[src/rtl/lsmon_pkg.sv]
package lsmon_pkg;

   localparam int NRULE = 13;
   localparam int CODEW = $clog2(NRULE + 1);

   localparam int RB_BOTH    = 0;
   localparam int RB_REBUSY  = 1;
   localparam int RB_NOBUSY  = 2;
   localparam int RB_ADDR    = 3;
   localparam int RB_PULSE   = 4;
   localparam int NSTROBE    = 4;
   localparam int RB_STNOACK = 8;
   localparam int RB_EXCBUSY = 9;
   localparam int RB_LDBUSY  = 10;
   localparam int RB_STREL   = 11;
   localparam int RB_ACKEXC  = 12;

   typedef enum logic [1:0] {
      PH_IDLE = 2'd0,
      PH_ACK  = 2'd1,
      PH_DATA = 2'd2,
      PH_REL  = 2'd3
   } phase_t;

endpackage

[src/rtl/lsmon_phase.sv]
module lsmon_phase
   import lsmon_pkg::*;
#(
   parameter int AW = 32
) (
   input  logic          clk,
   input  logic          rst_n,
   input  logic          req_edge,
   input  logic          busy,
   input  logic          addr_vld,
   input  logic [AW-1:0] addr_val,
   input  logic          addr_ack,
   input  logic          exc,
   input  logic          ld_stb,
   input  logic          st_stb,
   output phase_t        ph_reg,
   output phase_t        ph_cur,
   output logic          ack_seen,
   output logic          exc_seen,
   output logic          addr_held,
   output logic [AW-1:0] addr_ref
);

   phase_t        ph_q, ph_d, cur;
   logic          ack_q, exc_q, held_q;
   logic          ack_c, exc_c, held_c, cap;
   logic [AW-1:0] addr_q;

   // effective state in this cycle: a request edge opens a new transaction,
   // the release phase lasts exactly one cycle
   always_comb begin
      if (req_edge)
         cur = PH_ACK;
      else if (ph_q == PH_REL)
         cur = PH_IDLE;
      else
         cur = ph_q;
      ack_c  = req_edge ? 1'b0 : ack_q;
      exc_c  = req_edge ? 1'b0 : exc_q;
      held_c = req_edge ? 1'b0 : held_q;
      cap    = !held_c && addr_vld && busy && (cur != PH_IDLE);
   end

   always_comb begin
      ph_d = cur;
      if (addr_ack && (cur == PH_ACK))
         ph_d = PH_DATA;
      if (st_stb)
         ph_d = PH_REL;
      if (ld_stb || exc)
         ph_d = PH_IDLE;
   end

   always_ff @(posedge clk) begin
      if (!rst_n) begin
         ph_q   <= PH_IDLE;
         ack_q  <= 1'b0;
         exc_q  <= 1'b0;
         held_q <= 1'b0;
         addr_q <= '0;
      end else begin
         ph_q   <= ph_d;
         ack_q  <= ack_c | addr_ack;
         exc_q  <= exc_c | exc;
         held_q <= held_c | cap;
         if (cap)
            addr_q <= addr_val;
      end
   end

   assign ph_reg    = ph_q;
   assign ph_cur    = cur;
   assign ack_seen  = ack_c;
   assign exc_seen  = exc_c;
   assign addr_held = held_c;
   assign addr_ref  = addr_q;

endmodule

[src/rtl/lsmon_rules.sv]
module lsmon_rules
   import lsmon_pkg::*;
#(
   parameter int AW = 32
) (
   input  logic             clk,
   input  logic             rst_n,
   input  logic             ld_req,
   input  logic             st_req,
   input  logic             addr_vld,
   input  logic [AW-1:0]    addr_val,
   input  logic             busy,
   input  logic             addr_ack,
   input  logic             exc,
   input  logic             ld_stb,
   input  logic             st_stb,
   input  phase_t           ph_reg,
   input  phase_t           ph_cur,
   input  logic             ack_seen,
   input  logic             exc_seen,
   input  logic             addr_held,
   input  logic [AW-1:0]    addr_ref,
   output logic             req_edge,
   output logic [NRULE-1:0] viol
);

   logic               req_p, busy_p;
   logic [NSTROBE-1:0] stb_now, stb_p;
   logic               any_req;
   logic [NSTROBE-1:0] pulse_long;

   assign any_req  = ld_req | st_req;
   assign req_edge = any_req & ~req_p;
   assign stb_now  = {st_stb, ld_stb, exc, addr_ack};

   always_ff @(posedge clk) begin
      if (!rst_n) begin
         req_p  <= 1'b0;
         busy_p <= 1'b0;
         stb_p  <= '0;
      end else begin
         req_p  <= any_req;
         busy_p <= busy;
         stb_p  <= stb_now;
      end
   end

   // one detector per single-cycle strobe
   for (genvar k = 0; k < NSTROBE; k++) begin : g_pulse
      assign pulse_long[k] = stb_now[k] & stb_p[k];
   end

   always_comb begin
      viol = '0;
      viol[RB_BOTH]    = ld_req & st_req;
      viol[RB_REBUSY]  = req_edge & busy_p;
      viol[RB_NOBUSY]  = req_edge & ~busy;
      viol[RB_ADDR]    = busy && addr_held && (ph_cur != PH_IDLE) &&
                         (!addr_vld || (addr_val != addr_ref));
      viol[RB_PULSE +: NSTROBE] = pulse_long;
      viol[RB_STNOACK] = st_stb && (ph_cur != PH_DATA);
      viol[RB_EXCBUSY] = exc & busy;
      viol[RB_LDBUSY]  = ld_stb & busy;
      viol[RB_STREL]   = (ph_reg == PH_REL) && busy;
      viol[RB_ACKEXC]  = (addr_ack & exc) | (exc & ack_seen) | (addr_ack & exc_seen);
   end

endmodule

[src/rtl/lsmon_log.sv]
module lsmon_log #(
   parameter int NR      = 13,
   parameter int CW      = 4,
   parameter int CNTW    = 8,
   parameter int SAT_CNT = 1
) (
   input  logic             clk,
   input  logic             rst_n,
   input  logic [NR-1:0]    viol,
   input  logic             clr,
   output logic [NR-1:0]    err_map,
   output logic [CW-1:0]    first_code,
   output logic [NR*CNTW-1:0] cnt_flat
);

   logic [NR-1:0] map_q, map_base;
   logic [CW-1:0] code_q, code_base, lo_code;

   always_comb begin
      map_base  = clr ? '0 : map_q;
      code_base = clr ? '0 : code_q;
      lo_code   = '0;
      for (int i = NR - 1; i >= 0; i--) begin
         if (viol[i])
            lo_code = CW'(i + 1);
      end
   end

   always_ff @(posedge clk) begin
      if (!rst_n) begin
         map_q  <= '0;
         code_q <= '0;
      end else begin
         map_q <= map_base | viol;
         if ((code_base == '0) && (|viol))
            code_q <= lo_code;
         else
            code_q <= code_base;
      end
   end

   for (genvar g = 0; g < NR; g++) begin : g_cnt
      logic [CNTW-1:0] c_q, c_base;
      assign c_base = clr ? '0 : c_q;
      if (SAT_CNT != 0) begin : g_sat
         always_ff @(posedge clk) begin
            if (!rst_n)
               c_q <= '0;
            else if (viol[g] && (c_base != {CNTW{1'b1}}))
               c_q <= c_base + 1'b1;
            else
               c_q <= c_base;
         end
      end else begin : g_wrap
         always_ff @(posedge clk) begin
            if (!rst_n)
               c_q <= '0;
            else
               c_q <= c_base + CNTW'(viol[g]);
         end
      end
      assign cnt_flat[g*CNTW +: CNTW] = c_q;
   end

   assign err_map    = map_q;
   assign first_code = code_q;

endmodule

[src/rtl/lsport_monitor.sv]
module lsport_monitor
   import lsmon_pkg::*;
#(
   parameter int AW      = 32,
   parameter int CNTW    = 8,
   parameter int SAT_CNT = 1
) (
   input  logic                  clk,
   input  logic                  rst_n,
   input  logic                  ld_req,
   input  logic                  st_req,
   input  logic                  addr_vld,
   input  logic [AW-1:0]         addr_val,
   input  logic                  busy,
   input  logic                  addr_ack,
   input  logic                  exc,
   input  logic                  ld_stb,
   input  logic                  st_stb,
   input  logic                  err_clr,
   output logic [NRULE-1:0]      err_map,
   output logic [CODEW-1:0]      first_code,
   output logic [NRULE*CNTW-1:0] viol_cnt
);

   if (AW < 1 || AW > 64) begin : g_bad_aw
      $error("lsport_monitor: AW out of range");
   end
   if (CNTW < 1 || CNTW > 32) begin : g_bad_cntw
      $error("lsport_monitor: CNTW out of range");
   end
   if (RB_PULSE + NSTROBE != RB_STNOACK) begin : g_bad_map
      $error("lsport_monitor: rule bit layout inconsistent");
   end

   logic             req_edge;
   phase_t           ph_reg, ph_cur;
   logic             ack_seen, exc_seen, addr_held;
   logic [AW-1:0]    addr_ref;
   logic [NRULE-1:0] viol;

   lsmon_phase #(.AW(AW)) u_phase (
      .clk       (clk),
      .rst_n     (rst_n),
      .req_edge  (req_edge),
      .busy      (busy),
      .addr_vld  (addr_vld),
      .addr_val  (addr_val),
      .addr_ack  (addr_ack),
      .exc       (exc),
      .ld_stb    (ld_stb),
      .st_stb    (st_stb),
      .ph_reg    (ph_reg),
      .ph_cur    (ph_cur),
      .ack_seen  (ack_seen),
      .exc_seen  (exc_seen),
      .addr_held (addr_held),
      .addr_ref  (addr_ref)
   );

   lsmon_rules #(.AW(AW)) u_rules (
      .clk       (clk),
      .rst_n     (rst_n),
      .ld_req    (ld_req),
      .st_req    (st_req),
      .addr_vld  (addr_vld),
      .addr_val  (addr_val),
      .busy      (busy),
      .addr_ack  (addr_ack),
      .exc       (exc),
      .ld_stb    (ld_stb),
      .st_stb    (st_stb),
      .ph_reg    (ph_reg),
      .ph_cur    (ph_cur),
      .ack_seen  (ack_seen),
      .exc_seen  (exc_seen),
      .addr_held (addr_held),
      .addr_ref  (addr_ref),
      .req_edge  (req_edge),
      .viol      (viol)
   );

   lsmon_log #(
      .NR      (NRULE),
      .CW      (CODEW),
      .CNTW    (CNTW),
      .SAT_CNT (SAT_CNT)
   ) u_log (
      .clk        (clk),
      .rst_n      (rst_n),
      .viol       (viol),
      .clr        (err_clr),
      .err_map    (err_map),
      .first_code (first_code),
      .cnt_flat   (viol_cnt)
   );

endmodule

[config.mk]
export PLATFORM = sky130hd
export DESIGN_NAME = lsport_monitor
export DESIGN_NICKNAME = d
export VERILOG_FILES = /design/src/rtl/lsmon_pkg.sv /design/src/rtl/lsmon_phase.sv /design/src/rtl/lsmon_rules.sv /design/src/rtl/lsmon_log.sv /design/src/rtl/lsport_monitor.sv
export SDC_FILE = /design/constraint.sdc
export NUM_CORES = 1
export LEC_CHECK = 0
export ABC_AREA = 1
export BUFFER_PORTS_ARGS = -buffer_cell sky130_fd_sc_hd__buf_2
export CAP_MARGIN = 20
export CORE_UTILIZATION = 50
export CTS_CLUSTER_SIZE = 14
export DETAILED_ROUTE_END_ITERATION = 7
export PLACE_DENSITY = 0.73
export SYNTH_ARGS = -nofsm -noshare
export SYNTH_HDL_FRONTEND = slang
export SYNTH_SLANG_ARGS = --single-unit
[constraint.sdc]
create_clock -name clk -period 2.3 [get_ports clk]
set_input_delay 0.115 -clock clk [delete_from_list [all_inputs] [get_ports clk]]
set_output_delay 0.115 -clock clk [all_outputs]
set_load 0.02 [all_outputs]
### Word-level counts from Yosys, hierarchy flattened

Index checks and enable logic that the tools add are counted.

* add/sub/neg operators: 13
* equal/unequal tests: 17
* muxes and demuxes: 49
* bitwise logic cells: 23
* reduce and logical (&&, ||, !) cells: 31

Operators with widths (count)
* $mux 8: 26
* $add 8x1->8 const B: 13
* $ne 8x8->1 const B: 13
* $mux 4: 15
* $ne 32x32->1: 1
* $logic_and 1x1->1: 23
* $and 1x1->1: 13
* $mux 13: 1
* $or 13x13->13: 1
* $reduce_or 13->1: 1
* $mux 2: 4
* $or 1x1->1: 6
* $logic_not 4->1: 1
* $mux 1: 3
* $not 1->1: 3
* $eq 2x1->1 const B: 1
* $eq 2x2->1 const B: 1
* $logic_not 1->1: 2
* $logic_or 1x1->1: 2
* $ne 2x2->1 const B: 1
* $reduce_bool 2->1: 1
* $reduce_or 2->1: 1

* register bits after elaboration: 164
* bits of input ports: 43
* output and inout port bits: 121

### Depth between registers and ports, before layout

* depth after elaboration: 20
* depth in mapped cells: 16
* depth with buffers taken out: 16

### Modules after synthesis

From an unflattened synthesis, not the netlist that was laid out.

* cell total of the unflattened synthesis: 1350
* area, all modules: 8869.8 µm²

Modules (own cells, without submodules)
* lsmon_log: times used 1, cells an instance 925, area an instance 6261.0 µm², seq. area each 2422.3 µm²
* lsmon_phase: times used 1, cells an instance 246, area an instance 1754.2 µm², seq. area each 740.7 µm²
* lsmon_rules: times used 1, cells an instance 179, area an instance 854.6 µm², seq. area each 120.1 µm²

### Least setup slack after synthesis

Ideal clock, no wire load.

* path type: input to register
* from: input err_clr
* to: register u_log.g_cnt[7].c_q[7]
* data arrival time: 2.101 ns
* required time: 2.181 ns
* path slack: 0.079 ns
* stages on the path: 15
* path buffers: 3
* path through: buf_4 > clkbuf_1 > clkbuf_1 > nor2_1 > ha_1 > nand3_1 > nor2_1 > a31oi_2 > nand2_1 > nor2_1 > nand2_1 > inv_1 > nand2_1 > o21ai_0 > a21oi_1

* word-level cells in the longest chain between the ends: 4

RTL lines
* start: declaration: RTL line lsport_monitor.sv:19 `input logic err_clr,`
* $mux 8 *: RTL line lsmon_log.sv:44 `assign c_base = clr ? '0 : c_q;`
* parallel branches: the longest is 2 deep, another holds $add 8x1->8
* $mux 8 *: RTL line lsmon_log.sv:49 `else if (viol[g] && (c_base != {CNTW{1'b1}}))`
* end signal: assignment: RTL line lsmon_log.sv:50 `c_q <= c_base + 1'b1;`
* end signal: assignment: RTL line lsmon_log.sv:52 `c_q <= c_base;`
* end: declaration: RTL line lsmon_log.sv:43 `logic [CNTW-1:0] c_q, c_base;`

Every way passes the cells marked *.
A chain may end at the register's enable or synchronous reset.

### Worst setup path after layout

* from: input ld_req
* to: register u_phase.addr_q[21], in the netlist u_phase.addr_ref[21]

* word-level cells in the longest chain between the ends: 7

RTL lines
* start: declaration: RTL line lsport_monitor.sv:10 `input logic ld_req,`
* $or 1x1->1 *: RTL line lsmon_rules.sv:32 `assign any_req = ld_req | st_req;`
* $and 1x1->1 *: RTL line lsmon_rules.sv:33 `assign req_edge = any_req & ~req_p;`
* $mux 1: RTL line lsmon_phase.sv:40 `held_c = req_edge ? 1'b0 : held_q;`
* $logic_not 1->1: RTL line lsmon_phase.sv:41 `cap = !held_c && addr_vld && busy && (cur != PH_IDLE);`
* $logic_and 1x1->1 (2 in a row): RTL line lsmon_phase.sv:41
* $logic_and 1x1->1 *: RTL line lsmon_phase.sv:41
* end signal: assignment: RTL line lsmon_phase.sv:67 `addr_q <= addr_val;`
* end: declaration: RTL line lsmon_phase.sv:27 `logic [AW-1:0] addr_q;`

Mark *: on every way between the ends. The rest lies on a longest branch, timed or not.

==> metrics.cfg <==
[run_status]
status = finished, final reports clean

[die]
design.core.area_um2 = 15300
die_area_um2 = 16200
die_w_um = 127
die_y_um = 127
num_io_pins = 164
num_rows = 45
start_util_pct = 51.5

[global_route]
antenna_found_initial = 1
grt_pass1_vias = 7308
grt_pass1_wl_mm = 33.8
grt_overflow_total = 0
grt_max_degree = 115
grt_use_total_pct = 26.2

[sta]
clock_skew_ns = 0.00821
maxSlewHeadroom_pct = 43.9
setup_viol = 0
hold_violations = 0
rsz0062_at_grt = false
holdWs_ns = 0.0123
worst_pin_slew_ns = 0.840
timing.final.ws_setup_ns = 0.225
drv_slew = 0
min_period_ns = 2.07
setup_tns_ns = 0
finalCritPeriodShare_pct = 90.2
max_freq_ghz = 0.482

[yosys]
synth_cells = 1108
synthAdderAreaFrac_pct = 2.07
synthFlopType = dfxtp_1
yosysTopAreaCellShare_pct = 41.8
syn-cell-area_um2 = 7860
synthMuxAreaShare_pct = 0
synth_area_leader_cell = dfxtp_1
synth.yosys.seq_area_share_pct = 41.8
syn_nets = 1164
yosys-top-cells-area = dfxtp_1, nand2_1, a21oi_1
synth_warnings = 0
synth_top_family_by_area = simple AND/OR/NAND/NOR gates
synthSimpleGateAreaFrac_pct = 25.1
ys_ff_latch = 164
synth-async-reset-ratio_pct = 0
synth_cell_type_count = 41
synth_compound_area_share_pct = 18.8
syn_area_per_cell_um2 = 7.09
synth_xor_area_share_pct = 2.12
synth-edff-count = 0

[pwr]
seqPwrFrac_pct = 45.8
p_leak_nw = 4.56
ir_drop_uv = 628
p_comb_share_pct = 10.2
p_per_area_nw_per_um2 = 654
pwr-share-clk_pct = 43.9
power.switching_mw = 1.61
p_int_mw = 4.89
p_sw_share_pct = 24.7

[critical_path]
rr_worst_depth = 10
startpoint_type = primary input
arrival_ns = 2.44
crit_chain = dlygate4sd3_1, buf_2, o21ai_4, nand2_1, nand2_1, nand4_2, inv_1, o21ai_0, a21oi_1
slowest_delay_ns = 0.63
endpoint_kind = register
cp_slowest_cell = inv_1
crit_required_ns = 2.66
path_common_cell = nand2_1
cp_max_fo = 29
criticalPathCategory = in2reg

[worst_hold_path]
whs_path_depth = 3
min_path_type = in2reg

[finish]
num-nets-final = 1366
final_common_cell = nand2_1
largest_register = u_log.g_cnt.c_q
regArea_um2 = 3280
final_cells = 1534
final_cell_mix = nand2_1, dfxtp_1, inv_1, buf_2, a21oi_1
area_delta_synth_final_pct = 26.3
drive_gt1_share_pct = 19.8
largest_reg_flops = 104
fin_area_um2 = 9930
multiInputGateArea_um2 = 3790
filler_cell_count = 1343

[place]
placed_cell_area_um2 = 8980
place_ws_ns = 0.112
port-buffer-count = 163
hpwlAfterDp_mm = 14.1
place.gp.congestion = 0.881
dpl.cell_count = 1466

[cts]
clk_pin_slew_ns = 0.06
cts_root_buf = clkbuf_16
cts_tree = built
cts_sinks = 164
htreeDepth = 4
clk_latency_ns = 0.43
clockBufferDepth = 2
cts_made_buffers = 17

[flow_run]
max-cap-violations = 0

[drt]
first_pass_iters = 5
vias = 7856
drtIter0Drc = 491
drc = 0
wl_mm = 20.6
viasPerCell = 5.12
drtAntennaViolNets = 0
wl_per_cell_um = 13.4

==> synthesized netlist by cell type, types with 7 or more instances <==
| library cell | count |
|---|---|
| a21oi_1 | 129 |
| a31oi_2 | 8 |
| clkbuf_1 | 23 |
| dfxtp_1 | 164 |
| ha_1 | 13 |
| inv_1 | 164 |
| nand2_1 | 187 |
| nand3_1 | 42 |
| nand4_1 | 11 |
| nand4_2 | 7 |
| nor2_1 | 128 |
| nor3_1 | 31 |
| nor3_2 | 8 |
| o21ai_0 | 107 |
| xnor2_1 | 8 |
| xor2_1 | 11 |
==> per-layer routing <==
metal | wire (um) | share of wire [%] | global-route usage [%] | up-vias
li1 | - | - | - | 4024
met1 | 9040 | 44 | 31.3 | 3574
met2 | 9690 | 47 | 44.0 | 217
met3 | 1280 | 6.2 | 6.95 | 41
met4 | 564 | 2.7 | 11.8 | 0
met5 | 0 | 0 | 0 | -
==> cell families (layout without fill, tap and decap cells) <==
| logic type | count (synthesis) | in the layout |
|---|---|---|
| xor+xnor | 19 | 19 |
| compound gates | 267 | 267 |
| other cells | 0 | 1 |
| simple gates | 441 | 441 |
| buf+inv | 204 | 418 |
| flops | 164 | 164 |
| fa+ha+maj | 13 | 13 |
==> final timing paths <==
path | from | end | slack [ns]
hold / removal | addr_val[11] | u_phase.addr_ref[11] | 0.01
setup / recovery | ld_req | u_phase.addr_ref[21] | 0.23
setup reg to reg | u_log.g_cnt[3].c_q[0] | u_log.g_cnt[3].c_q[1] | 0.28
hold reg to reg | u_log.err_map[0] | u_log.err_map[0] | 0.46
==> cell type report <==
cell class	count	area share [%]
diodes	1	0.0252
flip-flops and latches	164	33.1
clock inverters	12	1.39
clock buffers	19	4.46
well taps	211	2.66
multi-input cells	740	38.2
repair buffers	220	13.9
inverters	167	6.34
==> power by group through the flow <==
stage	sequential, mW	clock (mW)	combinational (mW)
2_1_floorplan	3.08	0	0.352
3_3_place_gp	3.04	0	0.599
3_5_place_dp	3.04	0	0.610
4_1_cts	2.98	2.89	0.661
5_1_grt	2.98	3.00	0.742
6_report	2.98	2.85	0.665
==> repair_timing <==
item | 4_1_cts | 5_1_grt
endpoints found under the setup margin | 0 | 5
hold buffers | 35 | 0
endpoints found under the hold margin | 38 | 0
resized for setup | 0 | 2
setup buffers | 0 | 1
==> metrics by stage <==
stage / util (%) / power (mW)
detailed placement: 58.8 / 3.65
CTS: 64.9 / 6.52
global route: 65.1 / 6.72
floorplan: - / 3.43
global placement: 58.8 / 3.63
finish: 65.1 / 6.50
==> critical path: cells and delay by family <==
kind,cells,cell delay [ns]
AO/OA/AOI/OAI,3,0.58
AND/OR/NAND/NOR,3,0.37
buffers and inverters,3,1.35
(Power assumes the default switching activity.)
